## src/rtl/ldst_agu_pkg.sv

```systemverilog
package ldst_agu_pkg;

    typedef enum logic [1:0] {
        AM_OFFSET = 2'd0,
        AM_PRE    = 2'd1,
        AM_POST   = 2'd2,
        AM_RSVD   = 2'd3
    } amode_e;

    typedef enum logic [1:0] {
        AS_BYTE = 2'd0,
        AS_HALF = 2'd1,
        AS_WORD = 2'd2,
        AS_DUAL = 2'd3
    } asize_e;

    typedef enum logic {
        ST_IDLE    = 1'b0,
        ST_WAIT_PC = 1'b1
    } pcst_e;

endpackage

```

## src/rtl/ldst_agu_addr.sv

```systemverilog
module ldst_agu_addr
    import ldst_agu_pkg::*;
#(
    parameter int ADDR_W = 32,
    parameter int IMM_W  = 13
) (
    input  amode_e                   mode_i,
    input  logic [ADDR_W-1:0]        base_i,
    input  logic signed [IMM_W-1:0]  imm_i,
    output logic [ADDR_W-1:0]        addr_o,
    output logic [ADDR_W-1:0]        sum_o
);
    localparam int EXT_W = ADDR_W - IMM_W;

    logic [ADDR_W-1:0] imm_ext;

    assign imm_ext = {{EXT_W{imm_i[IMM_W-1]}}, imm_i};
    assign sum_o   = base_i + imm_ext;

    always_comb begin
        unique case (mode_i)
            AM_POST: addr_o = base_i;
            default: addr_o = sum_o;
        endcase
    end
endmodule

```

## src/rtl/ldst_agu_legal.sv

```systemverilog
module ldst_agu_legal
    import ldst_agu_pkg::*;
#(
    parameter int IMM_W      = 13,
    parameter int RIDX_W     = 4,
    parameter int PC_NUM     = 15,
    parameter int SP_NUM     = 13,
    parameter int SGL_NEG    = 255,
    parameter int SGL_POS    = 4095,
    parameter int IDX_POS    = 255,
    parameter int DUAL_LIM   = 1020
) (
    input  logic                     clk,
    input  logic                     rst_n,
    input  logic                     valid_i,
    input  amode_e                   mode_i,
    input  asize_e                   size_i,
    input  logic                     load_i,
    input  logic [RIDX_W-1:0]        rn_i,
    input  logic [RIDX_W-1:0]        rt_i,
    input  logic [RIDX_W-1:0]        rt2_i,
    input  logic                     in_cond_i,
    input  logic                     cond_last_i,
    input  logic signed [IMM_W-1:0]  imm_i,
    output logic                     illegal_o,
    output logic                     pc_load_o
);
    localparam logic [RIDX_W-1:0] PC_IDX = RIDX_W'(PC_NUM);
    localparam logic [RIDX_W-1:0] SP_IDX = RIDX_W'(SP_NUM);

    int   off_v;
    logic dual, wback, bad_off, bad_reg, pc_word_ld, bad_cond;

    assign off_v      = int'(imm_i);
    assign dual       = (size_i == AS_DUAL);
    assign wback      = (mode_i == AM_PRE) || (mode_i == AM_POST);
    assign pc_word_ld = load_i && (size_i == AS_WORD) && (rt_i == PC_IDX);
    assign bad_cond   = pc_word_ld && in_cond_i && !cond_last_i;

    always_comb begin
        bad_off = 1'b0;
        if (mode_i == AM_RSVD)
            bad_off = 1'b1;
        if (dual) begin
            if ((imm_i[1:0] != 2'b00) || (off_v < -DUAL_LIM) || (off_v > DUAL_LIM))
                bad_off = 1'b1;
        end else if (mode_i == AM_OFFSET) begin
            if ((off_v < -SGL_NEG) || (off_v > SGL_POS))
                bad_off = 1'b1;
        end else begin
            if ((off_v < -SGL_NEG) || (off_v > IDX_POS))
                bad_off = 1'b1;
        end
    end

    always_comb begin
        bad_reg = 1'b0;
        if (dual && load_i && (rt_i == rt2_i))
            bad_reg = 1'b1;
        if (wback && ((rn_i == rt_i) || (dual && (rn_i == rt2_i))))
            bad_reg = 1'b1;
        if (!load_i && ((rt_i == PC_IDX) || (rn_i == PC_IDX)))
            bad_reg = 1'b1;
        if (((rt_i == SP_IDX) || (rt_i == PC_IDX)) && (size_i != AS_WORD))
            bad_reg = 1'b1;
        if (dual && ((rt2_i == SP_IDX) || (rt2_i == PC_IDX)))
            bad_reg = 1'b1;
    end

    assign illegal_o = valid_i && (bad_off || bad_reg || bad_cond);
    assign pc_load_o = valid_i && !illegal_o && pc_word_ld;

    AST_DUAL_ALIGN: assert property (@(posedge clk) disable iff (!rst_n)
        (valid_i && dual && !illegal_o) |-> (imm_i[1:0] == 2'b00));
    AST_COND_PLACE: assert property (@(posedge clk) disable iff (!rst_n)
        (pc_load_o && in_cond_i) |-> cond_last_i);
endmodule

```

## src/rtl/ldst_agu_pcbr.sv

```systemverilog
module ldst_agu_pcbr
    import ldst_agu_pkg::*;
#(
    parameter int ADDR_W = 32
) (
    input  logic              clk,
    input  logic              rst_n,
    input  logic              go_i,
    input  logic              data_vld_i,
    input  logic [ADDR_W-1:0] data_i,
    output logic              branch_o,
    output logic [ADDR_W-1:0] target_o,
    output logic              fault_o
);
    pcst_e state, state_nx;

    always_comb begin
        state_nx = state;
        unique case (state)
            ST_IDLE:    if (go_i)       state_nx = ST_WAIT_PC;
            ST_WAIT_PC: if (data_vld_i) state_nx = ST_IDLE;
            default:                    state_nx = ST_IDLE;
        endcase
    end

    always_ff @(posedge clk or negedge rst_n) begin
        if (!rst_n) state <= ST_IDLE;
        else        state <= state_nx;
    end

    always_comb begin
        branch_o = 1'b0;
        fault_o  = 1'b0;
        target_o = {data_i[ADDR_W-1:1], 1'b0};
        unique case (state)
            ST_IDLE: ;
            ST_WAIT_PC: begin
                branch_o = data_vld_i &&  data_i[0];
                fault_o  = data_vld_i && !data_i[0];
            end
            default: ;
        endcase
    end

    AST_ONE_RESULT: assert property (@(posedge clk) disable iff (!rst_n)
        $onehot0({branch_o, fault_o}));
    AST_WAIT_SRC: assert property (@(posedge clk) disable iff (!rst_n)
        (state == ST_WAIT_PC && $past(state) == ST_IDLE) |-> $past(go_i));
    AST_WAIT_EXIT: assert property (@(posedge clk) disable iff (!rst_n)
        (state == ST_WAIT_PC && data_vld_i) |=> (state == ST_IDLE));
endmodule

```

## src/rtl/ldst_agu.sv

```systemverilog
module ldst_agu
    import ldst_agu_pkg::*;
#(
    parameter int ADDR_W = 32,
    parameter int IMM_W  = 13,
    parameter int RIDX_W = 4
) (
    input  logic                     clk,
    input  logic                     rst_n,
    input  logic                     issue_valid,
    input  logic [1:0]               mode,
    input  logic [1:0]               size,
    input  logic                     is_load,
    input  logic [RIDX_W-1:0]        rn_idx,
    input  logic [RIDX_W-1:0]        rt_idx,
    input  logic [RIDX_W-1:0]        rt2_idx,
    input  logic                     in_cond_blk,
    input  logic                     cond_last,
    input  logic [ADDR_W-1:0]        base_val,
    input  logic signed [IMM_W-1:0]  imm_off,
    input  logic                     ld_data_valid,
    input  logic [ADDR_W-1:0]        ld_data,
    output logic [ADDR_W-1:0]        eff_addr,
    output logic [ADDR_W-1:0]        wb_val,
    output logic                     wb_en,
    output logic                     illegal,
    output logic                     branch_req,
    output logic [ADDR_W-1:0]        branch_target,
    output logic                     pc_fault
);
    amode_e mode_e;
    asize_e size_e;
    logic   pc_go;

    assign mode_e = amode_e'(mode);
    assign size_e = asize_e'(size);

    ldst_agu_addr #(.ADDR_W(ADDR_W), .IMM_W(IMM_W)) u_addr (
        .mode_i (mode_e),
        .base_i (base_val),
        .imm_i  (imm_off),
        .addr_o (eff_addr),
        .sum_o  (wb_val)
    );

    ldst_agu_legal #(.IMM_W(IMM_W), .RIDX_W(RIDX_W)) u_legal (
        .clk         (clk),
        .rst_n       (rst_n),
        .valid_i     (issue_valid),
        .mode_i      (mode_e),
        .size_i      (size_e),
        .load_i      (is_load),
        .rn_i        (rn_idx),
        .rt_i        (rt_idx),
        .rt2_i       (rt2_idx),
        .in_cond_i   (in_cond_blk),
        .cond_last_i (cond_last),
        .imm_i       (imm_off),
        .illegal_o   (illegal),
        .pc_load_o   (pc_go)
    );

    ldst_agu_pcbr #(.ADDR_W(ADDR_W)) u_pcbr (
        .clk        (clk),
        .rst_n      (rst_n),
        .go_i       (pc_go),
        .data_vld_i (ld_data_valid),
        .data_i     (ld_data),
        .branch_o   (branch_req),
        .target_o   (branch_target),
        .fault_o    (pc_fault)
    );

    assign wb_en = issue_valid && !illegal &&
                   ((mode_e == AM_PRE) || (mode_e == AM_POST));

    AST_WB_LEGAL: assert property (@(posedge clk) disable iff (!rst_n)
        wb_en |-> (issue_valid && !illegal));
    AST_PRE_SAME: assert property (@(posedge clk) disable iff (!rst_n)
        (issue_valid && mode_e == AM_PRE) |-> (eff_addr == wb_val));
    AST_POST_BASE: assert property (@(posedge clk) disable iff (!rst_n)
        (issue_valid && mode_e == AM_POST) |-> (eff_addr == base_val));
endmodule

```

## config.mk

```make
export PLATFORM = sky130hd
export DESIGN_NAME = ldst_agu
export DESIGN_NICKNAME = d
export VERILOG_FILES = /design/src/rtl/ldst_agu_pkg.sv /design/src/rtl/ldst_agu_addr.sv /design/src/rtl/ldst_agu_legal.sv /design/src/rtl/ldst_agu_pcbr.sv /design/src/rtl/ldst_agu.sv
export SDC_FILE = /design/constraint.sdc
export NUM_CORES = 1
export LEC_CHECK = 0
export BUFFER_PORTS_ARGS = -buffer_cell sky130_fd_sc_hd__clkbuf_2
export CORE_UTILIZATION = 40
export DETAILED_ROUTE_END_ITERATION = 7
export PLACE_DENSITY = 0.9
export SETUP_SLACK_MARGIN = 0.05
export SYNTH_ARGS = -nofsm -noshare
export SYNTH_HDL_FRONTEND = slang
export SYNTH_HIERARCHICAL = 1
export SYNTH_SLANG_ARGS = --single-unit
```

## constraint.sdc

```tcl
create_clock -name clk -period 9.4 [get_ports clk]
set_input_delay 1.88 -clock clk [delete_from_list [all_inputs] [get_ports clk]]
set_output_delay 1.88 -clock clk [all_outputs]
set_load 0.02 [all_outputs]
```

Word level (Yosys, flattened, before mapping)
Index checks and enable logic that the tools add are counted.
- bitwise operators: 1
- reductions and logical operators: 34
- equal/unequal tests: 14
- magnitude comparators: 5
- muxes and demuxes: 17
- $add $sub $neg: 1
- operator list (cell ; number):
    $add A32 B32 Y32 ; 1
    $mux W32 ; 1
    $eq A4 B4 Y1 const B ; 5
    $logic_and A1 B1 Y1 ; 17
    $mux W1 ; 15
    $gt A13 B11 Y1 const B ; 1
    $gt A13 B13 Y1 const B ; 1
    $gt A13 B9 Y1 const B ; 1
    $lt A13 B11 Y1 const B ; 1
    $lt A13 B9 Y1 const B ; 1
    $eq A4 B4 Y1 ; 3
    $logic_or A1 B1 Y1 ; 11
    $eq A2 B2 Y1 const B ; 4
    $logic_not A1 Y1 ; 4
    $eq A2 B1 Y1 const B ; 1
    $logic_not A2 Y1 ; 1
    $ne A2 B2 Y1 const B ; 1
    $pmux W1 S2 ; 1
    $reduce_bool A2 Y1 ; 1
    $not A1 Y1 ; 1
- register bits: 1
- input port bits: 100
- logic and storage cells: 73

Longest topological paths before layout
- word-level depth: 16
- depth in mapped cells: 9

Cells and area by module
Netlist, hierarchy kept.
- by module, submodules not included (module ; times used ; cells each ; area an instance (sq um)):
    ldst_agu_addr ; 1 ; 334 ; 2268.4
    ldst_agu_legal ; 1 ; 55 ; 365.4
    ldst_agu_pcbr ; 1 ; 39 ; 296.5
    ldst_agu ; 1 ; 2 ; 21.3

Worst setup path after synthesis
Ideal clock, no wire load.
- path kind: input port to output port
- from: input base_val[0]
- to: output eff_addr[28]
- required time: 7.520 ns
- setup slack: 3.260 ns
- buffers on the path: 0
- cell stages on the path: 9
- arrival: 4.260 ns
- cell sequence: ha_1 fa_1 a21o_1 a221oi_2 o32ai_1 o211ai_1 a21oi_1 o21a_1 o31ai_1
- word-level cells in the longest chain between the ends: 2
- RTL lines (item ; line ; RTL):
    start, declared ; ldst_agu.sv:19 ; input logic [ADDR_W-1:0] base_val,
    $add A32 B32 Y32 ; ldst_agu_addr.sv:18 ; assign sum_o = base_i + imm_ext;
    $mux W32 ; ldst_agu_addr.sv:21 ; unique case (mode_i)
    end, declared ; ldst_agu.sv:23 ; output logic [ADDR_W-1:0] eff_addr,
Every way passes these cells.

Final worst setup path
- from: input imm_off[12]
- to: output eff_addr[26]
- word-level cells in the longest chain between the ends: 2
- RTL lines (item ; line ; RTL):
    start, declared ; ldst_agu.sv:20 ; input logic signed [IMM_W-1:0] imm_off,
    $add A32 B32 Y32 ; ldst_agu_addr.sv:18 ;
    $mux W32 ; ldst_agu_addr.sv:21 ;
Every way passes these cells.

==> impl_metrics.env <==
export IMPL_ys_seq_area_share_pct=0.848
export IMPL_post_cts_buffers=0
export IMPL_worstSkewPairLatency_ns=0
export IMPL_syn_inst=430
export IMPL_regMostFlops="u_pcbr/state"
export IMPL_slowest_stage="ha_1"
export IMPL_die_w_um=87.9
export IMPL_leakagePower_nw=1.75
export IMPL_crit_required_ns=7.52
export IMPL_core_area_mm2=0.00694
export IMPL_area_delta_synth_final_pct=15.3
export IMPL_viasPerCell=5.64
export IMPL_placed_cell_area_mm2=0.00340
export IMPL_crit_buf_inv=2
export IMPL_fin_total_pwr_mw=0.333
export IMPL_fmax_ghz=0.150
export IMPL_tightestPinTransition_ns=1.10
export IMPL_status="complete, no violations"
export IMPL_antennaDiodeCount=0
export IMPL_drv_slew=0
export IMPL_drcViolationCount=0
export IMPL_fin_crit_sh_pct=70.8
export IMPL_hold_violations=0
export IMPL_synth_ff_type="dfrtp_1"
export IMPL_cts_resized_gates=0
export IMPL_cts_hold_buf=0
export IMPL_io_buffer_count=136
export IMPL_layout_commonest_cell="clkbuf_2"
export IMPL_synth_cell_types=67
export IMPL_path_delay_family="compound AO/OA/AOI/OAI gates"
export IMPL_syn_avg_cell_area_um2=6.86
export IMPL_hp_class="reg2reg"
export IMPL_ys_warn_count=6
export IMPL_place_gp_congestion=0.927
export IMPL_vias=3470
export IMPL_grt_use_total_pct=22.2
export IMPL_wirelength_mm=9.00
export IMPL_dp_cells=615
export IMPL_grt_max_degree=26
export IMPL_reg_top3="u_pcbr/state: 1 flops"
export IMPL_grt_pass1_vias=3192
export IMPL_wl_per_cell_um=14.6
export IMPL_synthArstFlopShare_pct=100
export IMPL_place_worst_setup_slack_ns=2.79
export IMPL_grt_overflow=0
export IMPL_cpMostUsedCell="clkbuf_2"
export IMPL_setup_tns_ns=0
export IMPL_powerDensity_mw_per_mm2=97.8
export IMPL_crit_chain="clkbuf_2, ha_1, nand2_1, or3_1, o31a_1, a2111oi_4, o21ai_1, and3_1, o31ai_2, clkbuf_2"
export IMPL_slew_headroom_pct=26.3
export IMPL_mostFrequentLayoutCells="136 x clkbuf_2, 62 x nand2_1, 38 x a21oi_1, 34 x nor2_1, 33 x ha_1"
export IMPL_synth_area_mm2=0.00295
export IMPL_stdcell_area_mm2=0.00340
export IMPL_dp_hpwl_mm=7.61
export IMPL_grt_pass1_wl_mm=14.1
export IMPL_postLayoutCoreUtil_pct=49.0
export IMPL_synth_fp_nets=564
export IMPL_skew_ns=0
export IMPL_largest_register_ffs=1
export IMPL_path_max_fanout=24
export IMPL_first_pass_iters=5
export IMPL_first_iter_violations=120
export IMPL_synth_seq_cells=1
export IMPL_die_h_um=87.9
export IMPL_post_route_min_period_ns=6.65
export IMPL_fin_ws_ns=2.75
export IMPL_ant_nets=0
export IMPL_fin_hold_ws_ns=0.481
export IMPL_cap_violations=0
export IMPL_cp_end_kind="output port"
export IMPL_final_cell_count_no_fill=615
export IMPL_drive_gt1_share_pct=32.9
export IMPL_worst_setup_path_type="in2out"
export IMPL_antenna_found_initial=0
export IMPL_synth_edff_count=0
export IMPL_clkTransAtPathRegs_ns=0
export IMPL_reg2reg_slack_ns=8.78
export IMPL_finalSetupViolCount=0
export IMPL_critical_path_max_stage_delay_ns=0.50
export IMPL_startpoint_type="input port"
export IMPL_cp_arrival_ns=4.77
export IMPL_rows=30
export IMPL_start_util_pct=42.5
export IMPL_rsz0062_at_grt="no"
export IMPL_ioPinCount=200
export IMPL_nNetsFinal=655
export IMPL_die_area_mm2=0.00773
export IMPL_vdd_drop_max_mv=0.0559
==> Yosys cell counts, types with 2 or more instances <==
cell              n  area share, %
o31ai_1           8            2.0
a31oi_1           5            1.1
o31ai_2           3            1.3
and3_1            8            1.7
a2111oi_2         2            1.0
nand3_1           5           0.85
a21oi_1          38            6.4
o21a_1            5            1.3
inv_1            22            2.8
clkbuf_1          7           0.89
clkbuf_8          3            1.4
o21bai_1          4            1.0
a21o_1           13            3.3
nor4_1            3           0.64
buf_4            34            8.6
mux2_2           13            5.0
nor2b_1           2           0.42
nor2_1           34            4.3
o211ai_1          5            1.3
clkdlybuf4s15_1   2           0.68
nand2_1          62            7.9
ha_1             33             14
a41oi_1           2           0.59
xor2_1           11            3.3
nand4_1           9            1.9
o22ai_1           2           0.42
a31o_2            2           0.59
a21boi_0          3           0.76
or2_2             3           0.64
and2_1            2           0.42
o21ai_1           4           0.68
o21ai_0          17            2.9
xnor2_1          22            6.5
or3_1             2           0.42
nor3_1            7            1.2
nand2b_1          2           0.42
==> area by class of cell <==
type | instances | area (µm²)
Fill cell | 712 | 3540
Inverter | 22 | 82.6
Multi-Input combinational cell | 359 | 2490
Sequential cell | 1 | 25.0
Tap cell | 96 | 120
Timing Repair Buffer | 137 | 688
==> logic make-up after synthesis <==
kind of cell | synth area share (%)
AND/OR/NAND/NOR | 24.1
AO/OA/AOI/OAI | 30.2
buffers and inverters | 15.0
adder cells (fa/ha/maj) | 14.7
XOR/XNOR | 9.79
multiplexers | 5.30
other | 0.127
flip-flops | 0.848
==> power breakdown <==
part	leakage [nW]	total (mW)	internal (mW)	switching, mW
Clock	0	0	0	0
Combinational	1.73	0.328	0.121	0.207
Sequential	0.0140	0.00440	0.00439	0.00000677
Total	1.75	0.333	0.126	0.207
==> metal layers <==
layer / up-vias / part of all wire (%) / track usage [%]
met3: 22 / 6.1 / 1.79
li1: 1706 / - / -
met4: 0 / 2.8 / 6.56
met2: 156 / 49 / 42.0
met1: 1586 / 42 / 26.3
met5: - / 0 / 0
==> final timing paths <==
path	from	depth (start not counted)	end
setup / recovery	imm_off[12]	10	eff_addr[26]
hold / removal	u_pcbr/state$_DFF_PN0_	1	u_pcbr/state$_DFF_PN0_
setup reg to reg	u_pcbr/state$_DFF_PN0_	1	u_pcbr/state$_DFF_PN0_
hold reg to reg	u_pcbr/state$_DFF_PN0_	1	u_pcbr/state$_DFF_PN0_
max in group asynchronous	rst_n	1	u_pcbr/state$_DFF_PN0_
min in group asynchronous	rst_n	1	u_pcbr/state$_DFF_PN0_
(Power assumes the default switching activity.)
